<file path="src/rtl/baud_pkg.sv">
package baud_pkg;
  localparam int unsigned DIV_W    = 16;
  localparam int unsigned BYTE_W   = 8;
  localparam int unsigned ZERO_DIV = 3;  // substitute for a zero divisor
endpackage

</file>
<file path="src/rtl/baud_div_latch.sv">
module baud_div_latch #(
  parameter int unsigned BYTE_W    = baud_pkg::BYTE_W,
  parameter int unsigned NUM_BYTES = 2,
  localparam int unsigned DIV_W    = BYTE_W * NUM_BYTES
) (
  input  logic                 clk_i,
  input  logic                 rst_ni,
  input  logic [NUM_BYTES-1:0] wr_en_i,
  input  logic [BYTE_W-1:0]    wdata_i,
  output logic [DIV_W-1:0]     div_q_o,
  output logic [DIV_W-1:0]     div_d_o
);
  logic [DIV_W-1:0] div_q;

  for (genvar b = 0; b < NUM_BYTES; b++) begin : g_byte
    assign div_d_o[b*BYTE_W +: BYTE_W] = wr_en_i[b] ? wdata_i : div_q[b*BYTE_W +: BYTE_W];

    always_ff @(posedge clk_i or negedge rst_ni) begin
      if (!rst_ni) div_q[b*BYTE_W +: BYTE_W] <= '0;
      else if (wr_en_i[b]) div_q[b*BYTE_W +: BYTE_W] <= wdata_i;
    end
  end

  assign div_q_o = div_q;
endmodule

</file>
<file path="src/rtl/baud_div_counter.sv">
module baud_div_counter #(
  parameter int unsigned DIV_W    = baud_pkg::DIV_W,
  parameter int unsigned ZERO_DIV = baud_pkg::ZERO_DIV
) (
  input  logic             clk_i,
  input  logic             rst_ni,
  input  logic             load_i,
  input  logic [DIV_W-1:0] div_i,   // divisor in force after this edge
  output logic             tick_o
);
  localparam logic [DIV_W-1:0] ZERO_SUB = DIV_W'(ZERO_DIV);
  localparam logic [DIV_W-1:0] ONE      = DIV_W'(1);

  logic [DIV_W-1:0] cnt_q, cnt_d, eff_div;
  logic             at_one;

  assign eff_div = (div_i == '0) ? ZERO_SUB : div_i;
  assign at_one  = (cnt_q == ONE);

  always_comb begin
    if (load_i || at_one) cnt_d = eff_div;
    else                  cnt_d = cnt_q - ONE;
  end

  // reset divisor is zero, so the counter starts at the substitute value
  always_ff @(posedge clk_i or negedge rst_ni) begin
    if (!rst_ni) cnt_q <= ZERO_SUB;
    else         cnt_q <= cnt_d;
  end

  assign tick_o = at_one;
endmodule

</file>
<file path="src/rtl/baud_gen.sv">
module baud_gen #(
  parameter int unsigned BYTE_W   = baud_pkg::BYTE_W,
  parameter int unsigned ZERO_DIV = baud_pkg::ZERO_DIV,
  localparam int unsigned DIV_W   = 2 * BYTE_W
) (
  input  logic              clk_i,
  input  logic              rst_ni,
  input  logic              wr_lo_i,
  input  logic              wr_hi_i,
  input  logic [BYTE_W-1:0] wdata_i,
  output logic [DIV_W-1:0]  divisor_o,
  output logic              tick_o
);
  logic [1:0]       wr_en;
  logic [DIV_W-1:0] div_q, div_d;

  assign wr_en = {wr_hi_i, wr_lo_i};

  baud_div_latch #(
    .BYTE_W    (BYTE_W),
    .NUM_BYTES (2)
  ) i_latch (
    .clk_i   (clk_i),
    .rst_ni  (rst_ni),
    .wr_en_i (wr_en),
    .wdata_i (wdata_i),
    .div_q_o (div_q),
    .div_d_o (div_d)
  );

  baud_div_counter #(
    .DIV_W    (DIV_W),
    .ZERO_DIV (ZERO_DIV)
  ) i_counter (
    .clk_i  (clk_i),
    .rst_ni (rst_ni),
    .load_i (|wr_en),
    .div_i  (div_d),
    .tick_o (tick_o)
  );

  assign divisor_o = div_q;
endmodule

</file>
<file path="config.mk">
export PLATFORM = sky130hd
export DESIGN_NAME = baud_gen
export DESIGN_NICKNAME = d
export VERILOG_FILES = /design/src/rtl/baud_pkg.sv /design/src/rtl/baud_div_latch.sv /design/src/rtl/baud_div_counter.sv /design/src/rtl/baud_gen.sv
export SDC_FILE = /design/constraint.sdc
export NUM_CORES = 1
export LEC_CHECK = 0
export BUFFER_PORTS_ARGS = -buffer_cell sky130_fd_sc_hd__buf_4
export CAP_MARGIN = 5
export CORE_MARGIN = 5
export CORE_UTILIZATION = 61
export CTS_BUF_LIST = sky130_fd_sc_hd__clkbuf_8
export CTS_CLUSTER_SIZE = 24
export DETAILED_ROUTE_END_ITERATION = 7
export PLACE_DENSITY = 0.86
export SKIP_CTS_REPAIR_TIMING = 1
export SLEW_MARGIN = 20
export SYNTH_ARGS = -nofsm -noshare
export SYNTH_HDL_FRONTEND = slang
export SYNTH_SLANG_ARGS = --single-unit
export TNS_END_PERCENT = 1
</file>
<file path="constraint.sdc">
create_clock -name clk_i -period 2.5 [get_ports clk_i]
set_input_delay 0.25 -clock clk_i [delete_from_list [all_inputs] [get_ports clk_i]]
set_output_delay 0.25 -clock clk_i [all_outputs]
set_load 0.01 [all_outputs]
</file>
After elaboration in Yosys (flattened, before gate mapping):

Cells that the tools add are included.

* register bits: 32
* bits in latches: 0
* RAM bits: 0
* bits in read-only memories: 0
* bits of input ports: 12
* output and inout port bits: 17
* memories: 0

* add/sub/neg operators: 1
* multiply operators: 0
* div/mod/pow operators: 0
* $lt $le $gt $ge: 0
* equality and inequality tests: 1
* shift operators: 0
* mux-type cells: 4
* bitwise logic cells: 0
* reduce and logical (&&, ||, !) cells: 3

Operator list (count)
* 2-to-1 mux 16 bit: 2
* == test 16 x 1 -> 1 bit (second input constant): 1
* logical NOT 16 bit: 1
* 2-to-1 mux 8 bit: 2
* subtractor 16 x 1 -> 16 bit (second input constant): 1
* OR reduction 2 bit: 1
* logical OR 1 bit: 1

Depth between registers and ports, before layout:

Gate-level depths: netlist of the first run.

* depth in word-level cells: 4
* depth in mapped cells: 7

By module:

From an unflattened synthesis of the first run, not the netlist that was laid out.

* cells, all modules: 126
* area total of the unflattened synthesis: 1709.1 µm²

By module, submodules not included
* baud_div_counter: times used 1, cells an instance 91, area an instance 1039.7 µm², seq. area each 402.9 µm²
* baud_div_latch: times used 1, cells an instance 34, area an instance 663.1 µm², seq. area each 400.4 µm²
* baud_gen: times used 1, cells an instance 1, area an instance 6.3 µm², seq. area each 0.0 µm²

Worst setup path after synthesis of the first run:

OpenSTA, ideal clock, no wires.

* kind: register to register
* start point: reg i_latch.div_q[15] (netlist: i_latch.div_q_o[15])
* end point: reg i_counter.cnt_q[0]
* library setup time: 0.061 ns
* arrival time: 1.514 ns
* setup slack: 0.925 ns
* stages on the path, launching flop included: 5
* cell sequence: dfrtp_1 or4_1 o22a_1 nor4_2 o31a_1

* cells in the longest elaborated chain, start to end: 4

RTL lines
* start, declared: line baud_div_latch.sv:13 `logic [DIV_W-1:0] div_q;`
* start signal, assigned by index: line baud_div_latch.sv:20 `else if (wr_en_i[b]) div_q[b*BYTE_W +: BYTE_W] <= wdata_i;`
* 2-to-1 mux 8 bit: line baud_div_latch.sv:16 `assign div_d_o[b*BYTE_W +: BYTE_W] = wr_en_i[b] ? wdata_i : div_q[b*BYTE_W +: BYTE_W];`
* logical NOT 16 bit: line baud_div_counter.sv:17 `assign eff_div = (div_i == '0) ? ZERO_SUB : div_i;`
* 2-to-1 mux 16 bit: line baud_div_counter.sv:17
* 2-to-1 mux 16 bit: line baud_div_counter.sv:21 `if (load_i || at_one) cnt_d = eff_div;`
* named net i_counter.cnt_d[0]: line baud_div_counter.sv:14 `logic [DIV_W-1:0] cnt_q, cnt_d, eff_div;`
* end signal, assigned: line baud_div_counter.sv:28 `else cnt_q <= cnt_d;`
* end, declared: line baud_div_counter.sv:14

The timed path passes the listed nets, and every way through them passes these cells.

Worst setup path after layout of the first run:

* start point: reg i_counter.cnt_q[13]
* end point: out tick_o

* cells in the longest elaborated chain, start to end: 1

RTL lines
* == test 16 x 1 -> 1 bit: line baud_div_counter.sv:18 `assign at_one = (cnt_q == ONE);`
* end, declared: line baud_gen.sv:12 `output logic tick_o`

No other way between the ends.

==> summary.md, run 1 <==
| Metric | Value |
|---|---|
| Outcome | `finished clean` |
| Effective utilization at floorplan | `64.61%` |
| Clock tree from TritonCTS | `yes` |
| Cell row count | `18` |
| Post-route cell area | `1971 um2` |
| Filler instances | `148` |
| Setup clock skew after layout | `0.005771 ns` |
| Total global routing overflow | `0` |
| Final count of hold timing violations | `0` |
| Shortest period the worst path allows | `1.915 ns` |
| Vias in the first global route | `1,214` |
| Crit-path max FO | `3` |
| Vertical extent of the die | `61.46 um` |
| Detailed-route wire length | `3613 um` |
| Delay of the slowest cell on the worst path | `0.53 ns` |
| CP max stage cell | `nor4_1` |
| Synth Instances | `148` |
| Maximum number of pins on one net before global-route repair | `33` |
| Number of inserted diodes | `0` |
| Worst slew pin tran | `0.5429 ns` |
| Area growth, synth to finish | `22.00%` |
| HP Start | `wdata_i[6]` |
| End point of the worst hold path | `i_latch.div_q_o[14]` |
| Worst EP arrival | `1.66 ns` |
| Average footprint of a synthesized cell | `10.91 um2` |
| Chip Width | `61.46 um` |
| Worst hold margin | `0.2470 ns` |
| Rel. slew slack | `63.47%` |
| Num Clock Sinks | `32` |
| GRT Total Usage | `22.03%` |
| Netlist area before placement | `1615 um2` |
| Global-route wire length before repair | `5754 um` |
| Depth of the worst register-to-register path | `5` |
| Die area | `3777 um2` |
| Via count | `1,270` |
| Worst EP required | `2.25 ns` |
| Hold Path Stages | `2` |
| R2R Path Start | `i_counter.cnt_q[0]` |
| Post-synthesis cell type count | `33` |
| Leak pwr | `0.8333 nW` |
| Gp weighted congestion | `0.8094` |
| Skew-Pair Late Insertion Delay | `0.29 ns` |
| Setup Crit Path Kind | `reg -> out` |
| Share of cells above drive strength 1 | `31.15%` |
| CTS Buf Count | `5` |
| Maximum number of buffers from clock root to sink | `2` |
| Number of nets at the end of the flow | `196` |
| Post-detailed-placement half-perimeter wirelength | `2646 um` |
| Routed vias/inst | `5.962` |
| Final setup violation count | `0` |
| Htree depth | `2` |
| Number of synthesized register bits | `32` |
| Root buffer cell | `clkbuf_8` |
| Routed length per placed instance | `16.96 um` |
| Count of unresolved DRC violations after routing | `0` |
| Upper clock frequency limit | `0.5223 GHz` |
| Ratio of total power to cell area | `673.3 nW/um2` |
| Critical-path cell list | `nor4_1 > and4_1 > buf_4` |
| Reg-to-Reg End | `i_counter.cnt_q[0]` |
| Worst-case register-to-register setup slack | `0.75 ns` |
| Worst setup EP type | `primary output` |
| ANT nets after route | `0` |
| Commonest register cell after synthesis | `dfrtp_1` |
| Syn Nets | `162` |
| RSZ-0062 raised after global routing | `false` |
| Count of non-filler cells in the finished layout | `213` |
| Final setup TNS | `0 ns` |
| Clock-pin transition on the worst setup and hold timing paths | `0.07 ns` |
| Count of maximum capacitance violations | `0` |
| First-pass DRT Iterations | `6` |
| Fraction of the cycle the final worst path needs | `76.59%` |
| Post-synth EDFFs | `0` |
| Worst-case vdd ir drop | `0.7012 mV` |
| Area inside the core boundary | `2500 um2` |
| Async set-or-reset flop fraction in the synthesized netlist | `100.0%` |
| Antenna violations before repair | `0` |
| Count of port buffers added during placement | `28` |
| Placed Cells incl. Taps | `204` |
| Cell area after placement | `1861 um2` |
| Core utilization of the finished layout | `78.83%` |
| Class of the tightest hold or removal check | `in -> reg` |
| IO Pins | `29` |
| Slew Viols, Final | `0` |
| Sort of element at the start of the critical path | `flip-flop` |
| Yosys Warn Count | `0` |
| Violation count after the first detailed-routing iteration | `79` |
| Share of synthesized area occupied by flip-flops and latches | `49.73%` |
-- layer usage --
metal  track usage [%]  vias to the layer above  part of all wire [%]
met3             7.338                       11                   8.3
met4             8.788                        0                   2.2
met5                 0                        -                     0
met2             36.25                       41                    45
met1             26.75                      623                    44
li1                  -                      595                     -
-- state kept, by name, indices dropped and copies added (netlist names) --
| name | flops |
|---|---|
| i_counter.cnt_q | 16 |
| i_latch.div_q_o | 16 |
-- Yosys cell counts (3+ instances only) --
library cell,number,area (um2)
a21oi_1,13,65.06
nand4_1,4,25.02
nand2_1,5,18.77
nor3b_1,3,22.52
dfrtp_1,30,750.7
buf_2,5,25.02
mux2_2,12,135.1
inv_1,6,22.52
xor2_1,11,96.34
mux2i_1,4,40.04
nor2_1,18,67.56
nor3_1,7,35.03
-- final cells by class --
class,instances,area (um2),area share (%)
Sequential cell,32,803.3,40.76
Clock buffer,7,96.34,4.889
Clock inverter,1,3.754,0.1905
Inverter,6,22.52,1.143
Timing Repair Buffer,32,242.7,12.32
Multi-Input combinational cell,105,764.5,38.79
Tap cell,30,37.54,1.905
-- cells in the final DEF (no fill, tap or decap), types with 3 or more instances in the layout --
cell	Yosys	routed
clkbuf_8	0	7
nand4_1	4	4
nor2_1	18	18
mux2i_1	4	4
dfrtp_1	30	30
nor3b_1	3	3
buf_4	0	31
xor2_1	11	11
nor3_1	7	7
a21oi_1	13	13
nand2_1	5	5
inv_1	6	7
mux2_2	12	12
-- logic make-up (layout without fill, tap and decap cells) --
logic type                 Yosys count  after routing  synth area share [%]
buffers and inverters               11             46                 2.943
muxes                               16             16                 10.84
xor gates and xnor gates            13             13                 7.049
DFF                                 32             32                 49.73
AOI/OAI and AO/OA                   20             20                 7.902
and+or+nand+nor                     54             54                 19.98
adders and majority gates            2              2                 1.549
-- worst max-delay path, delay by kind of cell (launching register included) --
kind                   cells  cell delay (ns)
and+or+nand+nor            2             0.82
DFF                        1             0.43
buffers and inverters      1             0.12
-- report_power, final --
part / internal [mW] / leakage [nW] / switching [mW]
Sequential: 0.580 / 0.368 / 0.0642
Clock: 0.247 / 0.0557 / 0.189
Combinational: 0.121 / 0.410 / 0.125
Total: 0.948 / 0.833 / 0.378
-- per-stage QoR --
step | total power, mW | worst slack (ns)
after global routing | 1.391 | 0.4962
after CTS | 1.333 | 0.5677
final | 1.327 | 0.5853
after global placement | 0.8851 | 0.8341
after floorplan | 0.7827 | 0.9250
after detailed placement | 0.8956 | 0.7650
-- how the worst max path moves through the flow --
| stage | startpoint | slack, ns | end |
|---|---|---|---|
| after floorplan | i_latch.div_q_o[15] | 0.92 | i_counter.cnt_q[0] |
| after global placement | wr_hi_i | 0.83 | i_counter.cnt_q[0] |
| after detailed placement | wr_hi_i | 0.77 | i_counter.cnt_q[1] |
| after CTS | i_counter.cnt_q[13] | 0.57 | tick_o |
| after global routing | i_counter.cnt_q[6] | 0.50 | tick_o |
| final | i_counter.cnt_q[13] | 0.59 | tick_o |
Power figures use the tool's default switching activity.
==> run 2, diff against run 1 <==
--- a/config.mk
+++ b/config.mk
@@ -8,11 +8,11 @@
 export BUFFER_PORTS_ARGS = -buffer_cell sky130_fd_sc_hd__buf_4
 export CAP_MARGIN = 5
 export CORE_MARGIN = 5
-export CORE_UTILIZATION = 61
+export CORE_UTILIZATION = 57
 export CTS_BUF_LIST = sky130_fd_sc_hd__clkbuf_8
 export CTS_CLUSTER_SIZE = 24
 export DETAILED_ROUTE_END_ITERATION = 7
-export PLACE_DENSITY = 0.86
+export PLACE_DENSITY = 0.81
 export SKIP_CTS_REPAIR_TIMING = 1
 export SLEW_MARGIN = 20
 export SYNTH_ARGS = -nofsm -noshare
==> constraint.sdc (replaced) <==
create_clock -name clk_i -period 1.9 [get_ports clk_i]
set_input_delay 0.19 -clock clk_i [delete_from_list [all_inputs] [get_ports clk_i]]
set_output_delay 0.19 -clock clk_i [all_outputs]
set_load 0.01 [all_outputs]
==> summary.md, run 2 (synthesis gave the netlist of run 1 again) <==
| Metric | Value |
|---|---|
| Outcome | `finished clean` |
| Post-detailed-placement half-perimeter wirelength | `2854 um` |
| Via count | `1,252` |
| Post-Place Setup Slack | `0.1671 ns` |
| GRT Total Usage | `21.56%` |
| Count of maximum capacitance violations | `0` |
| Worst setup path startpoint | `i_counter.cnt_q[6]` |
| Combined area of the multi-input logic cells | `775.7 um2` |
| Final setup TNS | `0 ns` |
| Final count of hold timing violations | `0` |
| Depth of the worst register-to-register path | `5` |
| Final worst-path setup slack | `0.1116 ns` |
| Effective utilization at floorplan | `59.08%` |
| Maximum number of buffers from clock root to sink | `2` |
| Antenna violations before repair | `0` |
| Worst slew pin tran | `0.4003 ns` |
| Register Area | `803.3 um2` |
| Vertical extent of the die | `63.24 um` |
| Area inside the core boundary | `2734 um2` |
| Most common cell after layout, fill and taps aside | `buf_4` |
| Routed vias/inst | `5.796` |
| ANT nets after route | `0` |
| Num Clock Sinks | `32` |
| Filler instances | `193` |
| Detailed-route wire length | `3841 um` |
| Violation count after the first detailed-routing iteration | `61` |
| Shortest period the worst path allows | `1.788 ns` |
| Vias in the first global route | `1,369` |
| Worst-case vdd ir drop | `0.8553 mV` |
| Sort of element at the start of the critical path | `flip-flop` |
| Delay of the slowest cell on the worst path | `0.44 ns` |
| Fraction of the cycle the final worst path needs | `94.13%` |
| First-pass DRT Iterations | `4` |
| Maximum number of pins on one net before global-route repair | `33` |
| Routed length per placed instance | `17.78 um` |
| Htree depth | `2` |
| Worst EP arrival | `1.60 ns` |
| Clock tree from TritonCTS | `yes` |
| Class of the tightest hold or removal check | `in -> reg` |
| Final setup violation count | `0` |
| Area growth, synth to finish | `23.32%` |
| Setup Crit Path Kind | `reg -> out` |
| Cell row count | `19` |
| Commonest non-fill, non-tap cells in the layout | `buf_4, dfrtp_1, nor2_1` |
| Global-route wire length before repair | `6748 um` |
| Rel. slew slack | `73.32%` |
| Post-route cell area | `1992 um2` |
| Ratio of total power to cell area | `844.7 nW/um2` |
| Critical-path cell list | `nor4_4 > buf_4 > and4_1 > buf_4` |
| Die area | `3999 um2` |
| Upper clock frequency limit | `0.5591 GHz` |
| HP Start | `wdata_i[6]` |
| Slew Viols, Final | `0` |
| Total global routing overflow | `0` |
| R2R Path Start | `i_counter.cnt_q[0]` |
| Worst EP required | `1.71 ns` |
| Share of cells above drive strength 1 | `32.43%` |
| Root buffer cell | `clkbuf_8` |
| Chip Width | `63.24 um` |
| Most frequent CP cell | `buf_4` |
| Clock-pin transition on the worst setup and hold timing paths | `0.07 ns` |
| Hold Path Stages | `2` |
| Number of nets at the end of the flow | `198` |
| Setup clock skew after layout | `0.01194 ns` |
| Gp weighted congestion | `0.8351` |
| RSZ-0062 raised after global routing | `false` |
| Worst-case register-to-register setup slack | `0.21 ns` |
| Count of port buffers added during placement | `28` |
| Worst setup EP type | `primary output` |
| Number of inserted diodes | `0` |
| Skew-Pair Late Insertion Delay | `0.29 ns` |
| Core utilization of the finished layout | `72.86%` |
| CP max stage cell | `dfrtp_1` |
| Crit-path max FO | `8` |
| Count of unresolved DRC violations after routing | `0` |
| IO Pins | `29` |
| Cell area after placement | `1889 um2` |
| Leak pwr | `0.8443 nW` |
| CTS Buf Count | `5` |
run 2: worst paths after layout:
check	end
max	tick_o
min	i_latch.div_q_o[14]
max reg2reg	i_counter.cnt_q[0]
min reg2reg	i_latch.div_q_o[9]
max in group asynchronous	i_counter.cnt_q[1]
min in group asynchronous	i_latch.div_q_o[14]
run 2: worst max-delay path, delay by kind of cell, from the launching register on:
kind / cells / cell delay [ns]
AND/OR/NAND/NOR: 2 / 0.55
flip-flops: 1 / 0.44
buffers and inverters: 2 / 0.33
run 2: routing by layer:
metal / vias up / track usage (%) / part of all wire [%]
met5: - / 0 / 0
met4: 0 / 9.091 / 2.5
li1: 593 / - / -
met1: 618 / 26.71 / 40
met3: 9 / 5.684 / 4.8
met2: 32 / 35.38 / 52
run 2: power by group:
part           total [mW]  internal (mW)  switching [mW]  leakage [nW]
registers           0.852          0.764          0.0880         0.368
logic               0.336          0.166           0.170         0.426
clock network       0.495          0.246           0.249        0.0505
total                1.68           1.18           0.507         0.844
run 2: through the flow:
| stage | cells | hold slack, ns | power, mW |
|---|---|---|---|
| detailed placement | 207 | 0.1493 | 1.191 |
| CTS | 215 | -0.1609 | 1.685 |
| global route | 216 | 0.1892 | 1.784 |
| finish | 216 | 0.1896 | 1.683 |
| floorplan | 148 | -0.1056 | 1.030 |
| global placement | 207 | 0.1425 | 1.175 |
run 2: cell type report:
cell class	count	area share (%)
flip-flops and latches	32	40.33
multi-input cells	105	38.94
repair buffers	34	13.57
clock buffers	5	3.455
well taps	31	1.947
inverters	6	1.131
clock inverters	3	0.6281
==> run 3, diff against run 2 <==
--- a/config.mk
+++ b/config.mk
@@ -5,7 +5,7 @@
 export SDC_FILE = /design/constraint.sdc
 export NUM_CORES = 1
 export LEC_CHECK = 0
-export BUFFER_PORTS_ARGS = -buffer_cell sky130_fd_sc_hd__buf_4
+export BUFFER_PORTS_ARGS = -buffer_cell sky130_fd_sc_hd__buf_2
 export CAP_MARGIN = 5
 export CORE_MARGIN = 5
 export CORE_UTILIZATION = 57
==> summary.md, run 3 (synthesis gave the netlist of run 1 again) <==
| Metric | Value |
|---|---|
| Outcome | `finished with violations` |
| Failing checks | `hold timing` |
| Ratio of total power to cell area | `876.8 nW/um2` |
| Num Clock Sinks | `32` |
| Vias in the first global route | `1,316` |
| Gp weighted congestion | `0.9201` |
| Most common cell after layout, fill and taps aside | `dfrtp_1` |
| Final setup TNS | `0 ns` |
| Rel. slew slack | `54.27%` |
| Final worst-path setup slack | `0.1009 ns` |
| Worst slew pin tran | `0.6860 ns` |
| Slew Viols, Final | `0` |
| Root buffer cell | `clkbuf_8` |
| Detailed-route wire length | `3666 um` |
| Vertical extent of the die | `63.24 um` |
| Total global routing overflow | `0` |
| Delay of the slowest cell on the worst path | `0.43 ns` |
| Crit-path max FO | `8` |
| Final count of hold timing violations | `30` |
| Worst-case vdd ir drop | `0.8754 mV` |
| GRT Total Usage | `20.37%` |
| Clock tree from TritonCTS | `yes` |
| Share of cells above drive strength 1 | `34.41%` |
| Global route hottest layer | `met2` |
| ANT nets after route | `0` |
| CP max stage cell | `dfrtp_1` |
| Shortest period the worst path allows | `1.799 ns` |
| Htree depth | `2` |
| Antenna violations before repair | `0` |
| Class of the tightest hold or removal check | `in -> async` |
| Cell row count | `19` |
| Number of nets at the end of the flow | `199` |
| CTS Buf Count | `5` |
| RSZ-0062 raised after global routing | `false` |
| Leak pwr | `0.8243 nW` |
| Area inside the core boundary | `2734 um2` |
| Met1 Usage GRT | `26.52%` |
| Routed vias/inst | `5.747` |
| Maximum number of pins on one net before global-route repair | `33` |
| Worst hold margin | `-0.05573 ns` |
| Filler instances | `193` |
| Routed length per placed instance | `16.89 um` |
| Chip Width | `63.24 um` |
| Setup Crit Path Kind | `reg -> out` |
| Die area | `3999 um2` |
| Count of unresolved DRC violations after routing | `0` |
| IO Pins | `29` |
| Count of port buffers added during placement | `28` |
| Number of inserted diodes | `0` |
| Sort of element at the start of the critical path | `flip-flop` |
| Clock-pin transition on the worst setup and hold timing paths | `0.07 ns` |
| Critical-path cell list | `nor4_4 > buf_4 > and4_1 > buf_2` |
| Upper clock frequency limit | `0.5558 GHz` |
| Area growth, synth to finish | `19.21%` |
| Post-detailed-placement half-perimeter wirelength | `2772 um` |
| First-pass DRT Iterations | `4` |
| Met2 capacity usage during global routing | `32.69%` |
| Maximum number of buffers from clock root to sink | `2` |
| Worst setup EP type | `primary output` |
| Fraction of the cycle the final worst path needs | `94.69%` |
| Via count | `1,247` |
| Final setup violation count | `0` |
| Post-Place Setup Slack | `0.2092 ns` |
| Worst EP required | `1.71 ns` |
| Worst EP arrival | `1.61 ns` |
| Skew-Pair Late Insertion Delay | `0.28 ns` |
| Effective utilization at floorplan | `59.08%` |
| Global Route met3 Usage | `6.750%` |
| Count of maximum capacitance violations | `0` |
| Global-route wire length before repair | `6430 um` |
| Setup clock skew after layout | `0.004507 ns` |
| Commonest non-fill, non-tap cells in the layout | `dfrtp_1, buf_2, nor2_1` |
| Violation count after the first detailed-routing iteration | `64` |
run 3: critical path, delay by kind of cell, from the launching register on:
| kind | cells | cell delay (ns) |
|---|---|---|
| DFF | 1 | 0.43 |
| buffers and inverters | 2 | 0.35 |
| and+or+nand+nor | 2 | 0.54 |
run 3: per-stage QoR:
step	power (mW)	util, %	cells	hold WS (ns)	instance area [um2]
2_1_floorplan	1.030	-	148	-0.1056	1615
3_3_place_gp	1.148	66.64	209	0.2599	1822
3_5_place_dp	1.163	66.64	209	0.2669	1822
4_1_cts	1.696	70.02	217	-0.03519	1914
5_1_grt	1.786	70.43	217	0.009006	1926
6_report	1.688	70.43	217	-0.05573	1926
run 3: report_power, final:
| group | total, mW | internal, mW | switching (mW) |
|---|---|---|---|
| Combinational | 0.307 | 0.140 | 0.167 |
| Sequential | 0.848 | 0.764 | 0.0842 |
| Clock | 0.534 | 0.288 | 0.245 |
run 3: cell type report:
cell class	instances	area, um2	share of cell area (%)
Inverter	6	22.52	1.170
Clock buffer	6	82.58	4.288
Sequential cell	32	803.3	41.72
Multi-Input combinational cell	105	775.7	40.29
Clock inverter	2	10.01	0.5198
Timing Repair Buffer	35	192.7	10.01
Tap cell	31	38.79	2.014
run 3: routing by layer:
metal	vias up	share of wire [%]
met1	624	44
met5	-	0
li1	597	-
met4	0	1.3
met3	7	4.2
met2	19	50
run 3: final timing paths:
check                                            to  cells past startpoint  slack [ns]                 from
max in group asynchronous        i_latch.div_q_o[9]                      1        1.51               rst_ni
worst min register to register  i_latch.div_q_o[13]                      1        0.56  i_latch.div_q_o[13]
worst max register to register  i_counter.cnt_q[10]                      7        0.24   i_counter.cnt_q[1]
worst max-delay path                         tick_o                      4        0.10   i_counter.cnt_q[6]
worst min-delay path            i_latch.div_q_o[11]                      1       -0.06               rst_ni
min in group clk_i              i_latch.div_q_o[13]                      2        0.21           wdata_i[5]
